`src/rtl/pcim_pkg.sv`:
```
package pcim_pkg;
    localparam int REG_W   = 32;
    localparam int BIT_TMO = 11;
    localparam int BIT_TA  = 3;
    localparam int BIT_MA  = 2;
    localparam int BIT_RPE = 1;
    localparam int BIT_WPE = 0;
    localparam logic [REG_W-1:0] IMPL_MASK = (REG_W'(1) << BIT_TMO) | REG_W'(4'hF);

    typedef struct packed {
        logic tmo;
        logic ta;
        logic ma;
        logic rpe;
        logic wpe;
    } evt_t;

    // registered copies of the bus pins, active-low levels kept as on the wire
    typedef struct packed {
        logic frame_n;
        logic irdy_n;
        logic stop_n;
        logic devsel_n;
        logic perr_n;
        logic cmd_wr;
        logic local_m;
    } bus_smp_t;

    typedef enum logic {ST_IDLE, ST_DATA} txn_st_e;
endpackage

```
`src/rtl/pcim_sync.sv`:
```
module pcim_sync
    import pcim_pkg::*;
(
    input  logic     clk,
    input  logic     rst_n,
    input  bus_smp_t raw,
    output bus_smp_t smp
);
    localparam bus_smp_t IDLE_BUS = '{frame_n: 1'b1, irdy_n: 1'b1, stop_n: 1'b1,
                                      devsel_n: 1'b1, perr_n: 1'b1, cmd_wr: 1'b0,
                                      local_m: 1'b0};
    bus_smp_t smp_d, smp_q;

    always_comb begin
        smp_d = raw;
    end

    always_ff @(posedge clk or negedge rst_n) begin
        if (!rst_n) smp_q <= IDLE_BUS;
        else        smp_q <= smp_d;
    end

    assign smp = smp_q;
endmodule

```
`src/rtl/pcim_detect.sv`:
```
module pcim_detect
    import pcim_pkg::*;
#(
    parameter int TMO_CYCLES = 8,
    parameter int ABORT_CLK  = 5
) (
    input  logic     clk,
    input  logic     rst_n,
    input  bus_smp_t smp,
    output evt_t     ev
);
    localparam int TMO_W = (TMO_CYCLES > 2) ? $clog2(TMO_CYCLES) : 1;
    localparam int AGE_W = $clog2(ABORT_CLK + 1);
    localparam logic [TMO_W-1:0] TMO_LAST = TMO_W'(TMO_CYCLES - 1);
    localparam logic [AGE_W-1:0] AGE_MAX  = AGE_W'(ABORT_CLK);

    typedef struct packed {
        txn_st_e          st;
        logic             foreign;
        logic             is_wr;
        logic             dev_seen;
        logic [AGE_W-1:0] age;
        logic [TMO_W-1:0] tmo_cnt;
        logic             tmo_done;
    } trk_t;

    trk_t trk_d, trk_q;
    evt_t ev_d;

    always_comb begin
        trk_d = trk_q;
        ev_d  = '0;
        unique case (trk_q.st)
            ST_IDLE: begin
                if (!smp.frame_n) begin
                    trk_d.st       = ST_DATA;
                    trk_d.foreign  = !smp.local_m;
                    trk_d.is_wr    = smp.cmd_wr;
                    trk_d.dev_seen = 1'b0;
                    trk_d.age      = AGE_W'(1);
                    trk_d.tmo_cnt  = '0;
                    trk_d.tmo_done = 1'b0;
                end
            end
            ST_DATA: begin
                if (smp.frame_n && smp.irdy_n) begin
                    trk_d.st = ST_IDLE;
                end else begin
                    if (trk_q.age < AGE_MAX) trk_d.age = trk_q.age + AGE_W'(1);
                    if (!smp.devsel_n) trk_d.dev_seen = 1'b1;
                    if (trk_q.foreign) begin
                        ev_d.ta  = !smp.stop_n && smp.devsel_n;
                        ev_d.ma  = smp.frame_n && smp.devsel_n && !trk_q.dev_seen
                                   && (trk_q.age >= AGE_MAX);
                        ev_d.rpe = !smp.perr_n && !trk_q.is_wr;
                        ev_d.wpe = !smp.perr_n && trk_q.is_wr;
                        if (!smp.irdy_n) begin
                            trk_d.tmo_cnt = '0;
                        end else if (!trk_q.tmo_done) begin
                            if (trk_q.tmo_cnt == TMO_LAST) begin
                                ev_d.tmo       = 1'b1;
                                trk_d.tmo_done = 1'b1;
                            end else begin
                                trk_d.tmo_cnt = trk_q.tmo_cnt + TMO_W'(1);
                            end
                        end
                    end
                end
            end
            default: trk_d.st = ST_IDLE;
        endcase
    end

    always_ff @(posedge clk or negedge rst_n) begin
        if (!rst_n) trk_q <= '{st: ST_IDLE, default: '0};
        else        trk_q <= trk_d;
    end

    assign ev = ev_d;

    // a stall is reported once per transaction
    assert_tmo_once_R2: assert property (@(posedge clk) disable iff (!rst_n)
        ev.tmo |=> !ev.tmo);

    // a locally mastered transaction never raises an event
    assert_local_quiet_R6: assert property (@(posedge clk) disable iff (!rst_n)
        (trk_q.st == ST_DATA && !trk_q.foreign) |-> (ev == '0));
endmodule

```
`src/rtl/pcim_status.sv`:
```
module pcim_status
    import pcim_pkg::*;
(
    input  logic             clk,
    input  logic             rst_n,
    input  evt_t             ev,
    input  logic             clr_we,
    input  logic             mask_we,
    input  logic [REG_W-1:0] wdata,
    output logic [REG_W-1:0] stat,
    output logic [REG_W-1:0] mask,
    output logic             irq
);
    typedef struct packed {
        logic [REG_W-1:0] stat;
        logic [REG_W-1:0] mask;
    } st_reg_t;

    st_reg_t          reg_d, reg_q;
    logic [REG_W-1:0] ev_vec;
    logic [REG_W-1:0] clr_vec;

    always_comb begin
        ev_vec          = '0;
        ev_vec[BIT_TMO] = ev.tmo;
        ev_vec[BIT_TA]  = ev.ta;
        ev_vec[BIT_MA]  = ev.ma;
        ev_vec[BIT_RPE] = ev.rpe;
        ev_vec[BIT_WPE] = ev.wpe;
        clr_vec         = clr_we ? (wdata & IMPL_MASK) : '0;

        reg_d      = reg_q;
        reg_d.stat = (reg_q.stat & ~clr_vec) | ev_vec;
        if (mask_we) reg_d.mask = wdata & IMPL_MASK;
    end

    always_ff @(posedge clk or negedge rst_n) begin
        if (!rst_n) reg_q <= '0;
        else        reg_q <= reg_d;
    end

    assign stat = reg_q.stat;
    assign mask = reg_q.mask;
    assign irq  = |(reg_q.stat & reg_q.mask);

    assert_clear_R7: assert property (@(posedge clk) disable iff (!rst_n)
        clr_we |=> ((stat & $past(wdata & IMPL_MASK & ~ev_vec)) == '0));

    assert_sticky_R7: assert property (@(posedge clk) disable iff (!rst_n)
        1'b1 |=> ((stat & $past(stat & ~clr_vec)) == $past(stat & ~clr_vec)));

    assert_set_wins_R8: assert property (@(posedge clk) disable iff (!rst_n)
        (|ev_vec) |=> ((stat & $past(ev_vec)) == $past(ev_vec)));
endmodule

```
`src/rtl/pci_err_monitor.sv`:
```
module pci_err_monitor
    import pcim_pkg::*;
#(
    parameter int TMO_CYCLES = 8,
    parameter int ABORT_CLK  = 5
) (
    input  logic              clk,
    input  logic              rst_n,
    input  logic              bus_frame_n,
    input  logic              bus_irdy_n,
    input  logic              bus_stop_n,
    input  logic              bus_devsel_n,
    input  logic              bus_perr_n,
    input  logic              bus_cmd_wr,
    input  logic              own_master,
    input  logic              cpu_we,
    input  logic              cpu_addr,
    input  logic [REG_W-1:0]  cpu_wdata,
    output logic [REG_W-1:0]  cpu_rdata,
    output logic [REG_W-1:0]  pci_rdata,
    output logic              irq
);
    bus_smp_t         raw, smp;
    evt_t             ev;
    logic [REG_W-1:0] stat, mask;

    always_comb begin
        raw.frame_n  = bus_frame_n;
        raw.irdy_n   = bus_irdy_n;
        raw.stop_n   = bus_stop_n;
        raw.devsel_n = bus_devsel_n;
        raw.perr_n   = bus_perr_n;
        raw.cmd_wr   = bus_cmd_wr;
        raw.local_m  = own_master;
    end

    pcim_sync u_sync (
        .clk   (clk),
        .rst_n (rst_n),
        .raw   (raw),
        .smp   (smp)
    );

    pcim_detect #(
        .TMO_CYCLES (TMO_CYCLES),
        .ABORT_CLK  (ABORT_CLK)
    ) u_detect (
        .clk   (clk),
        .rst_n (rst_n),
        .smp   (smp),
        .ev    (ev)
    );

    pcim_status u_status (
        .clk     (clk),
        .rst_n   (rst_n),
        .ev      (ev),
        .clr_we  (cpu_we && !cpu_addr),
        .mask_we (cpu_we && cpu_addr),
        .wdata   (cpu_wdata),
        .stat    (stat),
        .mask    (mask),
        .irq     (irq)
    );

    assign cpu_rdata = cpu_addr ? mask : stat;
    assign pci_rdata = stat;

    assert_rsvd_zero_R9: assert property (@(posedge clk) disable iff (!rst_n)
        (cpu_rdata & ~IMPL_MASK) == '0);
endmodule

```
`config.mk`:
```
export PLATFORM = sky130hd
export DESIGN_NAME = pci_err_monitor
export DESIGN_NICKNAME = d
export VERILOG_FILES = /design/src/rtl/pcim_pkg.sv /design/src/rtl/pcim_sync.sv /design/src/rtl/pcim_detect.sv /design/src/rtl/pcim_status.sv /design/src/rtl/pci_err_monitor.sv
export SDC_FILE = /design/constraint.sdc
export NUM_CORES = 1
export LEC_CHECK = 0
export ABC_AREA = 1
export BUFFER_PORTS_ARGS = -buffer_cell sky130_fd_sc_hd__buf_4
export CORE_MARGIN = 2
export CORE_UTILIZATION = 39
export CTS_CLUSTER_DIAMETER = 100
export DETAILED_ROUTE_END_ITERATION = 6
export PLACE_DENSITY = 0.77
export SETUP_SLACK_MARGIN = 0.3
export SYNTH_ARGS = -nofsm -noshare
export SYNTH_HDL_FRONTEND = slang
export SYNTH_SLANG_ARGS = --single-unit
export TNS_END_PERCENT = 100
```
`constraint.sdc`:
```
create_clock -name clk -period 1.24 [get_ports clk]
set_input_delay 0 -clock clk [delete_from_list [all_inputs] [get_ports clk]]
set_output_delay 0 -clock clk [all_outputs]
set_load 0.02 [all_outputs]
```
# Word level (Yosys, flattened, before mapping)
# Index checks and enable logic that the tools add are counted.
[totals]
reg_bits = 55
ramBits = 0
latchBits = 0
n_memories = 0
input_bits = 43
mem_bits_ro = 0
[op_classes]
muxes = 20
div_mod_pow = 0
order_cmp = 2
shift = 0
n_eq_ne = 9
bitwise_logic = 6
n_reduce_logical = 21
addsub = 2
n_mul = 0
[op_table]
columns = ["cell", "n"]
rows = [
  ["$and 32x12->32", 1],
  ["$and 32x32->32", 1],
  ["$mux 32", 1],
  ["$not 32->32", 1],
  ["$or 32x12->32", 1],
  ["$reduce_or 32->1", 1],
  ["$pmux 8 s2", 1],
  ["$mux 5", 3],
  ["$mux 12", 1],
  ["$ne 2x2->1 const B", 6],
  ["$mux 11", 1],
  ["$logic_and 1x1->1", 9],
  ["$mux 3", 3],
  ["$mux 4", 2],
  ["$mux 8", 1],
  ["$add 3x1->3 const B", 2],
  ["$logic_not 1->1", 6],
  ["$mux 1", 6],
  ["$ne 3x3->1 const B", 2],
  ["$reduce_and 3->1", 2],
  ["$reduce_and 5->1", 1],
  ["$reduce_and 4->1", 1],
  ["$eq 3x3->1 const B", 1],
  ["$ge 3x3->1 const B", 1],
  ["4 further kinds", 5],
]

# Depth between registers and ports, before layout
[logic_depth]
ltp_word = 8
ltp_mapped = 8
ltp_nobuf = 8

# Modules after synthesis
# A second synthesis with hierarchy kept.
[unflattened]
hier_cells = 306
hier_area_um2 = 2192.1
[modules_own_cells]
columns = ["module", "instances", "area_each_um2", "cells_per_inst"]
rows = [
  ["pcim_status", 1, 827.0, 102],
  ["pcim_detect", 1, 694.4, 89],
  ["pci_err_monitor", 1, 489.2, 108],
  ["pcim_sync", 1, 181.4, 7],
]

# Worst setup path after synthesis
# OpenSTA, ideal clock, no wires.
[synth_path]
path_type = "reg2reg"
from = "register u_detect.trk_q[1] (netlist name)"
to = "register u_detect.trk_q[1] (netlist name)"
n_path_buf = 0
t_required_ps = 1123
path_slack_ps = -38
setup_time_ps = 117
stages_incl_launch_ff = 9
t_arrival_ps = 1161
cell_sequence = "dfrtp_1 ha_1 ha_1 inv_1 nand2_1 nand2_1 nand3_1 nand2_1 nand2_1"
[synth_via]
elab_chain_cells = 7
[synth_lines]
columns = ["element", "line", "rtl"]
rows = [
  ["start: declaration", "pcim_detect.sv:27", "trk_t trk_d, trk_q;"],
  ["start signal: assignment", "pcim_detect.sv:76", "else trk_q <= trk_d;"],
  ["$add 3x1->3", "pcim_detect.sv:64", "trk_d.tmo_cnt = trk_q.tmo_cnt + TMO_W'(1);"],
  ["$mux 3", "pcim_detect.sv:60", "if (trk_q.tmo_cnt == TMO_LAST) begin"],
  ["$mux 4", "pcim_detect.sv:59", "end else if (!trk_q.tmo_done) begin"],
  ["$mux 3", "pcim_detect.sv:57", "if (!smp.irdy_n) begin"],
  ["$mux 4", "pcim_detect.sv:51", "if (trk_q.foreign) begin"],
  ["$mux 8", "pcim_detect.sv:46", "if (smp.frame_n && smp.irdy_n) begin"],
  ["$pmux 8 s2", "pcim_detect.sv:33", "unique case (trk_q.st)"],
]
# Parallel ways exist; a longest one is shown, timed or not. The select of a mux whose other input is x is not followed.
# A chain may end at the register's enable or synchronous reset.

# Final worst setup path
[layout_path]
from = "register u_detect.trk_q[2] (netlist name)"
to = "register u_detect.trk_q[1] (netlist name)"
[layout_via]
elab_chain_cells = 3
[layout_lines]
columns = ["element", "line"]
rows = [
  ["$eq 3x3->1", "pcim_detect.sv:60"],
  ["$ne 3x3->1 (no source line)", "--"],
  ["$reduce_and 5->1 (no source line)", "--"],
]
# Every way passes these cells.

==> results_dict.tcl <==
set metrics [dict create \
    clockBufferDepth 2 \
    path_cells "ha_4 -> ha_4 -> inv_4 -> nand2_4 -> nand2_4 -> nand3_4 -> nand2_2 -> nand2_2" \
    use_met1_pct 14.5 \
    dr_total_vias 1355 \
    tritoncts "done" \
    viasPerCell 4.22 \
    grt_pass1_vias 1167 \
    pre_cts_slack_ns -0.0219 \
    num-nets-final 317 \
    fin_cells 321 \
    ir_drop_uv 765 \
    hold_viol 0 \
    syn_area_sq_um 1750 \
    crit_arrival_ns 1.43 \
    clockPowerShare_pct 17.6 \
    rr_endpoint "u_detect.trk_q[1]" \
    synth_area_leaders "dfrtp_1 (33%), buf_4 (23%), nand2_1 (13%)" \
    boundaryPins 108 \
    grt_usage_pct 12.0 \
    fp.dieW_um 70.9 \
    synthDistinctLibCells 22 \
    drc 0 \
    synth_top_area_cell "dfrtp_1" \
    cts-root-buf "clkbuf_8" \
    grt-ovfl-total 0 \
    crit_end "u_detect.trk_q[1]" \
    power_frac_seq_pct 42.0 \
    path_buf_inv 1 \
    crit_type "reg -> reg" \
    initial_core_util_pct 40.4 \
    antennaDiodeCount 0 \
    fin_worst_skew_ns 0.00181 \
    wl_um 3140 \
    synth-seq-cells 28 \
    grt_first_pass_wirelength_um 4950 \
    slew_violations 0 \
    place_area_sq_um 1850 \
    path_depth 8 \
    cellLeakagePower_uw 0.00121 \
    final_layout_size_suffix_gt1_share_pct 34.9 \
    firstDrtPassIters 4 \
    synth-edff-count 0 \
    syn_area_per_cell_sq_um 8.02 \
    fin_ws_ns -0.0205 \
    ant_nets 0 \
    r2r_cells 8 \
    clk_pin_slew_ns 0.09 \
    min_period_over_period_pct 102 \
    die-area_sq_um 5030 \
    h-tree-depth 1 \
    timing.rr.start "u_detect.trk_q[2]" \
    core_area_sq_um 4320 \
    sw_frac_of_total_pct 37.1 \
    routedWlPerCell_um 9.78 \
    rows 24 \
    seq_area_frac_synth_pct 40.4 \
    pwr-share-comb_pct 40.5 \
    start_kind "register" \
    cts-buffers-inserted 3 \
    endpoint_kind "register" \
    setup_viol 3 \
    power.density_nw_per_um2 1260 \
    clkSinkCount 28 \
    fmax_mhz 793 \
    cp_max_fo 4 \
    dp_hpwl_um 2230 \
    cp_slowest_stage_delay_ns 0.43 \
    top_usage_layer "met2" \
    async_flop_share_pct 100 \
    violations "setup timing" \
    drt_iter0_markers 40 \
    crit_slowest_cell "dfrtp_1" \
    grt_util_met2_pct 21.8 \
    post-route-min-period_ns 1.26 \
    placedCellCount 294 \
    rrSetupSlack_ns -0.02 \
    critPathTopFamily "flip-flops" \
    p_int_uw 1800 \
    drv_cap 0 \
    io_buffers 26 \
    die_h_um 70.9 \
    synth_top_area_share_pct 32.9 \
    hold_class "in -> reg" \
    synthFlopType "dfrtp_1" \
    worstSetupStartpoint "u_detect.trk_q[2]" \
    clk-insertion-delay-late_ns 0.27 \
    syn_to_final_growth_pct 29.3 \
    grt_max_degree 29 \
    fin_area_sq_um 2260 \
    worstPathRequired_ns 1.41 \
    synth_commonest_cells "nand2_1 (60), buf_4 (54), dfrtp_1 (23)" \
    yosysWarnings 0 \
    status "complete, but fails checks" \
    globalRouteMet3Util_pct 1.99 \
    power.total_uw 2860 \
    whs_ns 0.000487 \
    gp_congestion 0.782 \
    rsz0062_at_grt "yes" \
    p_sw_uw 1060 \
    antenna_found_initial 0 \
    netlist_instances 218 \
    synthMostInstantiatedCell "nand2_1" \
]
[cells in the final DEF, fill, tap and decap left out]
cell type       n
a21oi_1         1
a21oi_2         2
buf_4          25
buf_6          17
clkbuf_1        1
clkbuf_8        3
conb_1         54
dfrtp_1        22
dfrtp_2         1
dfstp_2         5
dlygate4sd3_1   8
ha_1            1
ha_2            1
ha_4            2
inv_1          15
inv_2           5
inv_4           1
nand2_1        46
nand2_2        12
nand2_4         5
nand3_1         8
nand3_2         4
nand3_4         1
nand3b_1        1
nor2_1          5
nor2_4          5
nor3_2          1
o21ai_0        11
o21ai_1         1
o21ai_2         3
or2_4           1
xnor2_1         1
[worst min path at each step]
stage                            start                end  slack, ns  cells past startpoint
after floorplan                  rst_n  u_detect.trk_q[0]      -0.30                      0
after global placement           rst_n      u_sync.smp[1]      -0.07                      1
after detailed placement         rst_n      u_sync.smp[1]      -0.06                      1
after CTS                 cpu_wdata[0]   u_status.mask[0]      0.006                      3
after global routing      cpu_wdata[0]   u_status.mask[0]       0.01                      3
final                     cpu_wdata[0]   u_status.mask[0]     0.0005                      3
[area by class of cell]
class / count / area [sq um]
flip-flops and latches: 28 / 708
multi-input cells: 166 / 901
fillers: 415 / 2060
well taps: 52 / 65.1
repair buffers: 50 / 459
inverters: 21 / 81.3
clock buffers: 4 / 45.0
[timing repair]
item | 4_1_cts | 5_1_grt
resized for setup | 35 | 15
setup buffers | 10 | 5
pin swaps | 19 | 11
endpoints found under the hold margin | 35 | 0
hold buffers | 8 | 0
endpoints found under the setup margin | 22 | 25
[worst register-to-register path, stage by stage (launching register included)]
cell and delay, ns:
dfrtp_1 0.43, ha_4 0.18, ha_4 0.16, inv_4 0.05
nand2_4 0.05, nand2_4 0.09, nand3_4 0.08, nand2_2 0.08
nand2_2 0.04
[logic make-up after synthesis]
| kind of cell | Yosys count | share of synthesized area [%] |
|---|---|---|
| buffers and inverters | 77 | 28.6 |
| other | 1 | 0.215 |
| AOI/OAI and AO/OA | 18 | 5.15 |
| xor gates and xnor gates | 1 | 0.501 |
| and+or+nand+nor | 89 | 22.2 |
| DFF | 28 | 40.4 |
| adders and majority gates | 4 | 2.86 |
[through the flow]
step | util, % | TNS (ns)
floorplan | - | 0
global placement | 42.7 | -0.00802
detailed placement | 42.7 | -0.0586
CTS | 50.1 | -0.0146
global route | 52.3 | -0.251
finish | 52.3 | -0.0522
[routing by layer]
layer  vias to the layer above  share of wire [%]
li1                        667                  -
met5                         -                  0
met4                         0                1.2
met2                        54                 51
met3                         4                6.5
met1                       630                 41
[power groups by stage]
stage	Sequential [uW]	Combinational [uW]	Clock (uW)
floorplan	1210	744	0
global placement	1200	859	0
detailed placement	1210	893	0
CTS	1190	1090	509
global route	1220	1260	543
finish	1200	1160	502
[sequential cells by signal, summed over array words and instances, names as in the netlist]
signal and count:
u_detect.trk_q 11, u_sync.smp 7, u_status.mask 5, u_status.stat 5
Power figures use the tool's default switching activity.
